==> src/rtl/tick_pwm_pkg.sv <==
package tick_pwm_pkg;
  localparam int unsigned PWM_W = 8;
  typedef enum logic {ST_IDLE = 1'b0, ST_LIVE = 1'b1} run_st_e;
endpackage

==> src/rtl/tick_pwm_shadow.sv <==
module tick_pwm_shadow #(
  parameter int unsigned W = 8
) (
  input  logic         clk_i,
  input  logic         rst_ni,
  input  logic         load_i,
  input  logic [W-1:0] period_i,
  input  logic [W-1:0] on_i,
  output logic [W-1:0] per_o,
  output logic [W-1:0] on_o
);
  logic [W-1:0] per_q, on_q;

  always_ff @(posedge clk_i or negedge rst_ni) begin
    if (!rst_ni) begin
      per_q <= '0;
      on_q  <= '0;
    end else if (load_i) begin
      per_q <= period_i;
      on_q  <= on_i;
    end
  end

  assign per_o = per_q;
  assign on_o  = on_q;

  assert_hold_R7: assert property (@(posedge clk_i) disable iff (!rst_ni)
    !load_i |=> ($stable(per_q) && $stable(on_q)));
endmodule

==> src/rtl/tick_pwm_counter.sv <==
module tick_pwm_counter
  import tick_pwm_pkg::*;
#(
  parameter int unsigned W = 8
) (
  input  logic         clk_i,
  input  logic         rst_ni,
  input  logic         run_i,
  input  logic         tick_i,
  input  logic [W-1:0] per_i,
  output logic [W-1:0] cnt_o,
  output logic         live_o,
  output logic         load_o
);
  run_st_e      st_q;
  logic [W-1:0] cnt_q;
  logic         wrap;

  assign wrap   = (st_q == ST_LIVE) && run_i && tick_i && (cnt_q == per_i);
  assign load_o = !run_i || (st_q == ST_IDLE) || wrap;

  always_ff @(posedge clk_i or negedge rst_ni) begin
    if (!rst_ni) begin
      st_q  <= ST_IDLE;
      cnt_q <= '0;
    end else if (!run_i) begin
      st_q  <= ST_IDLE;
      cnt_q <= '0;
    end else if (st_q == ST_IDLE) begin
      st_q  <= ST_LIVE;
      cnt_q <= '0;
    end else if (tick_i) begin
      cnt_q <= wrap ? '0 : cnt_q + 1'b1;
    end
  end

  assign cnt_o  = cnt_q;
  assign live_o = (st_q == ST_LIVE);

  assert_cnt_range_R2: assert property (@(posedge clk_i) disable iff (!rst_ni)
    (st_q == ST_LIVE) |-> (cnt_q <= per_i));
  assert_no_tick_hold_R6: assert property (@(posedge clk_i) disable iff (!rst_ni)
    ((st_q == ST_LIVE) && run_i && !tick_i) |=> $stable(cnt_q));
  assert_stop_clear_R8: assert property (@(posedge clk_i) disable iff (!rst_ni)
    !run_i |=> (cnt_q == '0 && st_q == ST_IDLE));
endmodule

==> src/rtl/tick_pwm_cmp.sv <==
module tick_pwm_cmp #(
  parameter int unsigned W = 8
) (
  input  logic         live_i,
  input  logic [W-1:0] cnt_i,
  input  logic [W-1:0] on_i,
  output logic         pwm_o
);
  assign pwm_o = live_i && (cnt_i < on_i);
endmodule

==> src/rtl/tick_pwm.sv <==
module tick_pwm #(
  parameter int unsigned W = tick_pwm_pkg::PWM_W
) (
  input  logic         clk_i,
  input  logic         rst_ni,
  input  logic         run_i,
  input  logic         tick_i,
  input  logic [W-1:0] period_i,
  input  logic [W-1:0] on_i,
  output logic         pwm_o
);
  logic [W-1:0] per_s, on_s, cnt;
  logic         live, load;

  tick_pwm_counter #(.W(W)) u_cnt (
    .clk_i, .rst_ni, .run_i, .tick_i,
    .per_i(per_s), .cnt_o(cnt), .live_o(live), .load_o(load)
  );

  tick_pwm_shadow #(.W(W)) u_shd (
    .clk_i, .rst_ni, .load_i(load),
    .period_i, .on_i, .per_o(per_s), .on_o(on_s)
  );

  tick_pwm_cmp #(.W(W)) u_cmp (
    .live_i(live), .cnt_i(cnt), .on_i(on_s), .pwm_o
  );

  assert_full_R4: assert property (@(posedge clk_i) disable iff (!rst_ni)
    (live && on_s > per_s) |-> pwm_o);
  assert_zero_R5: assert property (@(posedge clk_i) disable iff (!rst_ni)
    (on_s == '0) |-> !pwm_o);
  assert_stop_low_R8: assert property (@(posedge clk_i) disable iff (!rst_ni)
    !run_i |=> !pwm_o);
  assert_idle_R1: assert property (@(posedge clk_i) !live |-> !pwm_o);
endmodule

==> config.mk <==
export PLATFORM = sky130hd
export DESIGN_NAME = tick_pwm
export DESIGN_NICKNAME = d
export VERILOG_FILES = /design/src/rtl/tick_pwm_pkg.sv /design/src/rtl/tick_pwm_shadow.sv /design/src/rtl/tick_pwm_counter.sv /design/src/rtl/tick_pwm_cmp.sv /design/src/rtl/tick_pwm.sv
export SDC_FILE = /design/constraint.sdc
export NUM_CORES = 1
export LEC_CHECK = 0
export ABC_AREA = 0
export BUFFER_PORTS_ARGS = -buffer_cell sky130_fd_sc_hd__buf_2
export CORE_MARGIN = 2
export CORE_UTILIZATION = 54
export CTS_CLUSTER_DIAMETER = 80
export DETAILED_ROUTE_END_ITERATION = 10
export GPL_TIMING_DRIVEN = 0
export PLACE_DENSITY = 0.85
export SLEW_MARGIN = 20
export SYNTH_ARGS = -nofsm -noshare
export SYNTH_HDL_FRONTEND = slang
export SYNTH_SLANG_ARGS = --single-unit
==> constraint.sdc <==
create_clock -name clk_i -period 1.85 [get_ports clk_i]
set_input_delay 0.37 -clock clk_i [delete_from_list [all_inputs] [get_ports clk_i]]
set_output_delay 0.37 -clock clk_i [all_outputs]
set_load 0.005 [all_outputs]
---- After elaboration in Yosys (flattened, before gate mapping) ----
Cells that the tools add are included.
storage, ports and cells
  flip-flop bits (word level) ............. 25
  input port bits ......................... 20
  word-level logic and storage cells ...... 21
cells by class
  equal/unequal tests ..................... 2
  add/sub/neg operators ................... 1
  reductions and logical operators ........ 7
  multiplexer cells ....................... 5
  magnitude comparators ................... 1
  bitwise logic cells ..................... 1
operators by type and width
  cell                                                           number
  8-bit 2-to-1 mux                                               4
  8-bit by 1-bit adder with 8-bit output, second input constant  1
  8-bit equality test                                            1
  8-bit less-than comparator                                     1
  1-bit logical AND                                              4
  3-bit != test, second input constant                           1
  1-bit logical OR                                               2
  1-bit logical NOT                                              1
  1-bit 2-to-1 mux                                               1
  1-bit NOT                                                      1

---- Longest topological paths before layout ----
Gate-level depths: netlist of the first run.
  word-level depth ........................ 7
  gate-level depth with buffers ........... 6
  depth with buffers taken out ............ 6

---- Cells and area by module ----
Synthesis of the first run repeated with hierarchy kept, for this count alone.
second synthesis, totals
  cells, all modules ...................... 112
  area, all modules ....................... 1387.6 um^2
by module, submodules not included
  module            cells an instance  area each (um^2)  seq. area each (um^2)  times used
  tick_pwm_shadow   34                 649.4             400.4                  1
  tick_pwm_counter  52                 554.3             225.2                  1
  tick_pwm_cmp      26                 183.9             0.0                    1

---- Least setup slack after synthesis of the first run ----
No wires, ideal clock.
  path kind ............................... reg-to-output
  from .................................... register u_cnt.cnt_q[1] (netlist: u_cnt.cnt_o[1])
  to ...................................... output pwm_o
  buffers on the path ..................... 0
  cell stages (with the launch flop) ...... 6
  slack ................................... 155 ps
  arrival ................................. 1325 ps
  path through ............................ dfrtp_1 > ha_1 > a21o_1 > a211oi_1 > nor3_1 > a211oi_1
between the ends
  word-level cells in the longest chain between the ends .. 2
ends and longest elaborated chain
  element                     line                    source
  start, declared             tick_pwm_counter.sv:16  logic [W-1:0] cnt_q;
  start signal, assigned      tick_pwm_counter.sv:33  cnt_q <= wrap ? '0 : cnt_q + 1'b1;
  8-bit less-than comparator  tick_pwm_cmp.sv:9       assign pwm_o = live_i && (cnt_i < on_i);
  1-bit logical AND           tick_pwm_cmp.sv:9
  end, declared               tick_pwm.sv:10          output logic pwm_o
No other way between the ends.

---- Worst setup path in the final report of the first run ----
  from .................................... register u_shd.on_q[1] (netlist: u_shd.on_o[1])
  to ...................................... output pwm_o
between the ends
  word-level cells in the longest chain between the ends .. 2
ends and longest elaborated chain
  element                     line                   source
  start, declared             tick_pwm_shadow.sv:12  logic [W-1:0] per_q, on_q;
  start signal, assigned      tick_pwm_shadow.sv:20  on_q <= on_i;
  8-bit less-than comparator  tick_pwm_cmp.sv:9
  1-bit logical AND           tick_pwm_cmp.sv:9
No other way between the ends.

==> results.ini, run 1 <==
[synth]
ys_async_sr_fraction_pct = 100
yosysWarnings = 0
netlist-cell-type-count = 25
synthesis.area_sq_um = 1280
ys_seq_area_share_pct = 48.7
ys.flop_type = dfrtp_1
synth.most_common_cell = dfrtp_1
synth_nets = 143
synthCells = 115
synth_edf_count = 0
ys_top_cells_by_count = dfrtp_1, nand2_1, xor2_1
synth_seq_cells = 25
yosysTopAreaCell = dfrtp_1
syn_avg_cell_area_sq_um = 11.2
synth_top_area_share_pct = 48.7
ys_top_cells_by_area = dfrtp_1, mux2_4, ha_1, xor2_1, nand2_1

[floorplanning]
start_util_pct = 57.5
rows = 17
core_area_sq_um = 2230
die_h_um = 52.8
io_pins = 21
die_w_um = 52.8
dieArea_sq_um = 2790

[min_path]
hp-class = input pin to asynchronous set/reset pin

[sta]
fin_hold_ws_ps = 4.11
fin_setup_tns_ps = -233
timing.final.crit_share_pct = 113
worstMarginPinSlew_ps = 551
fin_ws_ps = -233
maxSlewHeadroom_pct = 63.2
drv_slew = 0
finalSetupViolations = 1
min_period_ps = 2080
finClkSkew_ps = 2.99
grt_setup_unrepaired = true
max_freq_mhz = 480
finalHoldViolations = 0

[final_layout]
nets = 172
instances_no_fill = 171
drive_above_1_share_pct = 33.6
final_core_util_pct = 67.4
syn_to_final_growth_pct = 17.1
antennaDiodeCount = 0

[worst_setup_path]
reg2regPathDepth = 6
crit_fanout = 2
r2r_slack_ps = 90
r2r_end = u_shd.on_o[0]$_DFFE_PN0P_
required_ps = 1480
cp_data_arrival_time_ps = 1710
r2r_start = u_cnt.cnt_o[1]$_DFFE_PN0P_
crit_type = flop to output pin
cp-start-kind = flop
critPathCaptureType = output pin

[global_route]
grt_pass1_vias = 922
grt_pass1_wl_um = 4070
overflow = 0
grt_max_degree = 26
grt.total_usage_pct = 20.2
grt_antenna_before_repair = 0

[run]
timing.max_cap.violations = 0

[detailed_routing]
routed_wl_um = 2420
num_vias = 912
via_per_inst = 5.33
wl_per_cell_um = 14.2
drt_iter0_drc = 13
drc_errors = 0
postRouteAntennaNets = 0
first_pass_iters = 4

[status]
status = finished, violations left
failed_checks = negative setup slack

[pwr]
power.density_nw_per_um2 = 660
ir_drop_mv = 0.529
p_leak_nw = 0.755

[place]
portBuffers = 20
dpl.cell_count = 163
hpwl_um = 1770
globalplace.congestion = 0.769

[cts]
cts_tree = done
cts.sinks = 25
clkLatencyLatePin_ps = 330
cts_root_buffer = clkbuf_4
htreeDepth = 1
clk_pin_slew_ps = 130
cts_buffer_depth = 2
cts_buffers = 3

==> logic make-up after synthesis <==
group / synth area share [%]
buffers and inverters: 4.58
and+or+nand+nor: 10.4
muxes: 10.2
DFF: 48.7
AOI/OAI and AO/OA: 10.1
xor gates and xnor gates: 8.18
adders and majority gates: 7.79
==> worst max-delay path, cell delays in order, from the launching register on <==
cell and delay [ps]:
dfrtp_1 400, inv_2 70, ha_4 190, a21o_1 160
a211oi_2 180, nor3_1 70, a211oi_1 170, buf_2 150
==> registers in the layout (all words and copies together), names as in the netlist <==
name and flops:
u_shd.on_o 8, u_cnt.live_o 1, u_cnt.cnt_o 8, u_shd.per_o 8
==> what timing repair did <==
item,4_1_cts,5_1_grt
hold buffers,0,0
cloned,0,0
gates resized for setup,1,7
buffers inserted,1,3
setup endpoints to repair,1,9
pin swaps,3,3
==> power by group <==
group	switching (mW)	internal [mW]
Clock	0.166	0.0847
Combinational	0.0681	0.0755
Sequential	0.0201	0.578
==> how the worst max path moves through the flow <==
stage	to	slack, ps	startpoint	depth (start not counted)
CTS	pwm_o	-320	u_cnt.cnt_o[1]$_DFFE_PN0P_	6
global placement	pwm_o	-30	u_cnt.cnt_o[1]$_DFFE_PN0P_	6
finish	pwm_o	-230	u_shd.on_o[1]$_DFFE_PN0P_	7
floorplan	pwm_o	150	u_cnt.cnt_o[1]$_DFFE_PN0P_	5
global route	pwm_o	-330	u_shd.on_o[1]$_DFFE_PN0P_	7
detailed placement	pwm_o	-60	u_cnt.cnt_o[1]$_DFFE_PN0P_	6
==> cells in the final DEF, fill, tap and decap left out, types with 2 or more instances in the layout <==
master and count:
nor3_1 3, o2111ai_1 2, inv_1 8, o21ai_0 9, dfrtp_1 21, dfrtp_2 4, a21o_1 2, nor2_1 5
clkbuf_4 3, ha_1 7, nand2_1 13, xnor2_1 2, or3_1 2, a21oi_1 2, buf_2 22, buf_4 4
mux2_4 8, xor2_1 10, nand4_1 3
==> per-stage QoR <==
stage               worst slack [ps]  instance area (sq um)  total power, mW
floorplan                        155                   1280            0.691
global placement               -34.5                   1420            0.735
detailed placement             -61.2                   1420            0.744
finish                          -233                   1510            0.993
CTS                             -317                   1460            0.992
global route                    -334                   1510             1.04
==> metal layers <==
| layer | up-vias | wire length, um | GRT usage (%) |
|---|---|---|---|
| met4 | 0 | 42 | 7.69 |
| met5 | - | 0 | 0 |
| met1 | 433 | 1060 | 25.0 |
| met2 | 19 | 1220 | 35.4 |
| li1 | 455 | - | - |
| met3 | 5 | 97 | 2.57 |
==> final cells by class <==
class                   count  area, sq um
repair buffers             24          130
plain buffers               3         25.0
fillers                   186          728
inverters                   9         33.8
clock buffers               4         26.3
multi-input cells          78          624
flip-flops and latches     25          631
well taps                  28         35.0
No activity file was read; power rests on OpenSTA's default activity.
==> inputs of run 2 (changes only) <==
--- a/config.mk
+++ b/config.mk
@@ -13,6 +13,7 @@
 export DETAILED_ROUTE_END_ITERATION = 10
 export GPL_TIMING_DRIVEN = 0
 export PLACE_DENSITY = 0.85
+export REMOVE_ABC_BUFFERS = 1
 export SLEW_MARGIN = 20
 export SYNTH_ARGS = -nofsm -noshare
 export SYNTH_HDL_FRONTEND = slang
==> run 2 against run 1 <==
The flow still finishes with violations (negative setup slack); first-iteration DRC count up 15%; setup slack worse by 48 ps; final area up 0.33%; flip-flop and latch count unchanged; sequential power about the same; via count up 6.4%; clock-buffer cell count unchanged; total power up 0.48%; critical path depth unchanged.
==> results.ini, run 2 (same netlist as run 1, synthesis figures left out) <==
[status]
status = finished, violations left
failed_checks = negative setup slack

[worst_setup_path]
critPathCaptureType = output pin
cp_data_arrival_time_ps = 1760  ; +50 ps
r2r_slack_ps = 60  ; -30 ps
crit_fanout = 2  ; unchanged
required_ps = 1480  ; about the same
cp-start-kind = flop
crit_type = flop to output pin

[cts]
clkLatencyLatePin_ps = 310  ; -20 ps
cts_buffers = 3  ; unchanged
cts_buffer_depth = 2  ; unchanged
htreeDepth = 1  ; unchanged
cts.sinks = 25  ; unchanged
clk_pin_slew_ps = 130  ; about the same
cts_root_buffer = clkbuf_4
cts_tree = done

[pwr]
ir_drop_mv = 0.447  ; -15%
p_comb_share_pct = 15.8  ; +1.3 points
power_frac_seq_pct = 59.9  ; -0.4 points
clockPowerShare_pct = 24.3  ; -1.0 points
switching_share_pct = 25.9  ; +0.30 points
power.internal_uw = 739  ; about the same
p_switching_uw = 259  ; +1.7%
p_leak_nw = 0.763  ; +0.97%
finalPower_uw = 998  ; +0.48%
power.density_nw_per_um2 = 661  ; +0.14%

[floorplanning]
start_util_pct = 57.5  ; unchanged
dieArea_sq_um = 2790  ; unchanged
core_area_sq_um = 2230  ; unchanged
rows = 17  ; unchanged
die_h_um = 52.8  ; unchanged
io_pins = 21  ; unchanged
die_w_um = 52.8  ; unchanged

[detailed_routing]
routed_wl_um = 2630  ; +8.8%
wl_per_cell_um = 15.5  ; +9.4%
first_pass_iters = 4  ; unchanged
num_vias = 970  ; +6.4%
drt_iter0_drc = 15  ; +2
drc_errors = 0  ; unchanged
postRouteAntennaNets = 0  ; unchanged
via_per_inst = 5.71  ; +7.0%

[sta]
fin_setup_tns_ps = -281  ; -47.5 ps
maxSlewHeadroom_pct = 62.2  ; -1.0 points
finalHoldViolations = 0  ; unchanged
fin_ws_ps = -281  ; -47.5 ps
finalSetupViolations = 1  ; unchanged
drv_slew = 0  ; unchanged
finClkSkew_ps = 0.981  ; -2.01 ps
max_freq_mhz = 469  ; -2.2%
worstMarginPinSlew_ps = 567  ; +15.5 ps
grt_setup_unrepaired = true
timing.final.crit_share_pct = 115  ; +2.6 points
min_period_ps = 2130  ; +47.5 ps

[place]
hpwl_um = 1690  ; -4.8%
portBuffers = 20  ; unchanged
placed_cell_area_sq_um = 1400  ; -1.8%
globalplace.congestion = 0.719  ; -6.4%
dpl.cell_count = 160  ; -1.8%

[final_layout]
antennaDiodeCount = 0  ; unchanged
fillers = 180  ; -3.2%
syn_to_final_growth_pct = 17.5
final_core_util_pct = 67.6  ; +0.22 points
final_cell_mix = dfrtp_1, buf_2, nand2_1
drive_above_1_share_pct = 29.6  ; -4.0 points
nets = 171  ; -0.58%
final_common_cell = dfrtp_1
instances_no_fill = 170  ; -0.58%
design_area_sq_um = 1510  ; +0.33%

[run]
timing.max_cap.violations = 0  ; unchanged

[global_route]
grt_pass1_wl_um = 4280  ; +5.1%
grt_max_degree = 26  ; unchanged
grt.total_usage_pct = 21.9  ; +1.7 points
overflow = 0  ; unchanged
grt_antenna_before_repair = 0  ; unchanged
grt_pass1_vias = 951  ; +3.1%

[min_path]
hp-class = input pin to asynchronous set/reset pin

-- run 2: power by group through the flow --
stage	logic (mW)	registers (mW)	clock network (mW)
after global placement	0.122	0.607	0
after CTS	0.152	0.598	0.246
after global routing	0.175	0.602	0.274
final	0.158	0.598	0.242
after detailed placement	0.132	0.609	0
after floorplan	0.0832	0.602	0
-- run 2: path summary, 6_finish.rpt --
| path | end | start | cells after the start |
|---|---|---|---|
| hold / removal | u_shd.on_o[2]$_DFFE_PN0P_ | rst_ni | 1 |
| min in group clk_i | u_cnt.live_o$_DFF_PN0_ | run_i | 1 |
| max in group asynchronous | u_shd.on_o[3]$_DFFE_PN0P_ | rst_ni | 1 |
| setup reg to reg | u_shd.per_o[0]$_DFFE_PN0P_ | u_cnt.cnt_o[2]$_DFFE_PN0P_ | 5 |
| hold reg to reg | u_shd.on_o[0]$_DFFE_PN0P_ | u_shd.on_o[0]$_DFFE_PN0P_ | 1 |
| setup / recovery | pwm_o | u_shd.on_o[1]$_DFFE_PN0P_ | 7 |
-- run 2: routing by layer --
metal / vias up / part of all wire [%] / global-route usage [%]
met5: - / 0 / 0
met4: 0 / 2.0 / 10.7
li1: 459 / - / -
met1: 475 / 43 / 26.5
met2: 29 / 52 / 37.7
met3: 7 / 3.8 / 3.14
-- run 2: worst max-delay path: stages (launching register included) --
cell	delay [ps]
dfrtp_1	360
inv_1	50
ha_1	280
a21o_1	180
a211oi_2	180
nor3_1	60
a211oi_1	180
buf_2	150
-- run 2: metrics by stage --
step	hold slack (ps)	setup slack (ps)
CTS	35.6	-365
detailed placement	390	-260
floorplan	74.4	2.76
finish	25.2	-281
global route	43.7	-379
global placement	370	-197
-- run 2: cell type report --
cell class / instances / area [sq um] / share of cell area (%)
clock buffers: 4 / 26.3 / 1.74
inverters: 9 / 33.8 / 2.24
multi-input cells: 80 / 659 / 43.7
flip-flops and latches: 25 / 626 / 41.4
well taps: 28 / 35.0 / 2.32
repair buffers: 24 / 130 / 8.62
-- run 2: repair_timing --
item / 4_1_cts / 5_1_grt
gates cloned: 2 / 0
buffers inserted: 3 / 1
hold buffers: 0 / 0
pin swaps: 6 / 3
setup endpoints to repair: 23 / 15
resized for setup: 4 / 1
==> inputs of run 3 (changes only) <==
--- a/config.mk
+++ b/config.mk
@@ -8,13 +8,14 @@
 export ABC_AREA = 0
 export BUFFER_PORTS_ARGS = -buffer_cell sky130_fd_sc_hd__buf_2
 export CORE_MARGIN = 2
-export CORE_UTILIZATION = 54
+export CORE_UTILIZATION = 57
+export CTS_BUF_LIST = sky130_fd_sc_hd__clkbuf_2
 export CTS_CLUSTER_DIAMETER = 80
 export DETAILED_ROUTE_END_ITERATION = 10
 export GPL_TIMING_DRIVEN = 0
-export PLACE_DENSITY = 0.85
+export PLACE_DENSITY = 0.88
 export REMOVE_ABC_BUFFERS = 1
-export SLEW_MARGIN = 20
+export SLEW_MARGIN = 30
 export SYNTH_ARGS = -nofsm -noshare
 export SYNTH_HDL_FRONTEND = slang
 export SYNTH_SLANG_ARGS = --single-unit
==> run 3 against run 2 <==
The run still ends with negative setup slack left; sequential share of layout area decreased by 3.0 points; sequential power hardly changed; non-clock buffer count is 3 higher; final cell count grew 2.4%; critical path depth unchanged; total power increased by 1.7%; via count is 8.2% higher; clock power is 6% lower; clock skew increased by 45 ps; flip-flop and latch count unchanged; setup slack worse by 99 ps; critical endpoint unchanged.
==> results.ini, run 3 (same netlist as run 1, synthesis figures left out) <==
[status]
status = finished, violations left
failed_checks = negative setup slack

[floorplanning]
core_area_sq_um = 2170  ; -2.9%
die_w_um = 51.5  ; -2.5%
die_h_um = 51.5  ; -2.5%
start_util_pct = 59.2  ; +1.7 points
dieArea_sq_um = 2650  ; -4.9%
io_pins = 21  ; unchanged
rows = 17  ; unchanged

[detailed_routing]
drc_errors = 0  ; unchanged
routed_wl_um = 2930  ; +11%
via_per_inst = 6.03  ; +5.8%
first_pass_iters = 4  ; unchanged
postRouteAntennaNets = 0  ; unchanged
wl_per_cell_um = 16.8  ; +8.7%
num_vias = 1050  ; +8.2%
drt_iter0_drc = 48  ; +33

[cts]
cts.sinks = 25  ; unchanged
clk_pin_slew_ps = 280  ; +150 ps
cts_buffers = 3  ; unchanged
htreeDepth = 1  ; unchanged
cts_root_buffer = clkbuf_2
cts_buffer_depth = 2  ; unchanged
clkLatencyLatePin_ps = 380  ; +70 ps
cts_tree = done

[worst_setup_path]
r2r_start = u_cnt.cnt_o[2]$_DFFE_PN0P_
reg2regPathDepth = 5  ; unchanged
r2r_end = u_shd.per_o[3]$_DFFE_PN0P_
crit_fanout = 2  ; unchanged
cp-endpoint = pwm_o
required_ps = 1480  ; about the same
crit_path_start = u_shd.on_o[1]$_DFFE_PN0P_
critPathCaptureType = output pin
cp_data_arrival_time_ps = 1860  ; +100 ps
crit_type = flop to output pin
cp-start-kind = flop
r2r_slack_ps = -90  ; -150 ps

[run]
timing.max_cap.violations = 0  ; unchanged

[final_layout]
drive_above_1_share_pct = 42.5  ; +13 points
final_common_cell = dfrtp_1
nets = 175  ; +2.3%
antennaDiodeCount = 0  ; unchanged
instances_no_fill = 174  ; +2.4%
syn_to_final_growth_pct = 27.6
final_cell_mix = dfrtp_1, buf_2, xor2_1, mux2_4
final_core_util_pct = 75.5  ; +7.9 points
fillers = 153  ; -15%

[sta]
fin_hold_ws_ps = 96.7  ; +71.5 ps
finalHoldViolations = 0  ; unchanged
worstMarginPinSlew_ps = 598  ; +30.7 ps
fin_setup_tns_ps = -1080  ; -802 ps
timing.final.crit_share_pct = 121  ; +5.4 points
maxSlewHeadroom_pct = 59.9  ; -2.3 points
fin_ws_ps = -380  ; -99.2 ps
finalSetupViolations = 18  ; +17
drv_slew = 0  ; unchanged
min_period_ps = 2230  ; +99.2 ps
grt_setup_unrepaired = true
finClkSkew_ps = 46.1  ; +45.1 ps
max_freq_mhz = 448  ; -4.4%

[pwr]
power.density_nw_per_um2 = 619  ; -6.3%
p_leak_nw = 0.796  ; +4.4%
finalPower_mw = 1.01  ; +1.7%
ir_drop_mv = 0.665  ; +49%

[global_route]
grt_pass1_wl_um = 4420  ; +3.2%
overflow = 0  ; unchanged
grt.total_usage_pct = 22.5  ; +0.65 points
grt_max_degree = 26  ; unchanged
grt_antenna_before_repair = 0  ; unchanged
grt_pass1_vias = 1024  ; +7.7%

[place]
hpwl_um = 1730  ; +2.6%
globalplace.congestion = 0.758  ; +5.4%
portBuffers = 20  ; unchanged
dpl.cell_count = 160  ; unchanged

[min_path]
hp-class = input pin to flop

-- run 3: metrics by stage --
step,area (sq um),worst slack [ps]
final,1640,-380
after global routing,1640,-512
after CTS,1500,-363
after detailed placement,1400,-306
after global placement,1400,-176
after floorplan,1260,2.76
-- run 3: area by class of cell --
type                    count  area, sq um  share of cell area (%)
flip-flops and latches     25          629                    38.4
repair buffers             27          166                    10.2
well taps                  28         35.0                    2.14
inverters                   9         33.8                    2.06
clock inverters             1         7.51                   0.458
multi-input cells          81          752                    45.9
clock buffers               3         15.0                   0.916
-- run 3: critical path: stages (launching register included) --
cell and delay (ps):
dfrtp_1 410, inv_2 40, ha_1 280, a21o_1 170, a211oi_2 210, nor3_1 80
a211oi_1 150, buf_2 150
-- run 3: how the worst min path moves through the flow --
stage / start / endpoint / slack, ps / cells after the start
2_1_floorplan: rst_ni / u_cnt.cnt_o[0]$_DFFE_PN0P_ / 70 / 0
3_3_place_gp: rst_ni / u_shd.on_o[2]$_DFFE_PN0P_ / 370 / 1
3_5_place_dp: rst_ni / u_shd.on_o[7]$_DFFE_PN0P_ / 380 / 1
4_1_cts: run_i / u_cnt.live_o$_DFF_PN0_ / 100 / 1
5_1_grt: run_i / u_cnt.live_o$_DFF_PN0_ / 50 / 1
6_report: run_i / u_cnt.live_o$_DFF_PN0_ / 100 / 1
-- run 3: power breakdown --
part	switching (mW)	internal, mW	total, mW
clock	0.178	0.0501	0.228
combinational	0.0965	0.0893	0.186
sequential	0.0215	0.579	0.601
-- run 3: metal layers --
metal	up-vias	global-route usage, %	routed length, um
li1	478	-	-
met3	10	4.68	189
met1	516	27.4	1150
met4	0	8.33	64
met5	-	0	0
met2	46	39.1	1520
-- run 3: what timing repair did --
item,in CTS,in global routing
pin swaps,2,9
resized for setup,5,30
hold buffers,1,0
endpoints found under the hold margin,25,0
endpoints found under the setup margin,25,17
cloned,2,1
setup buffers,2,4
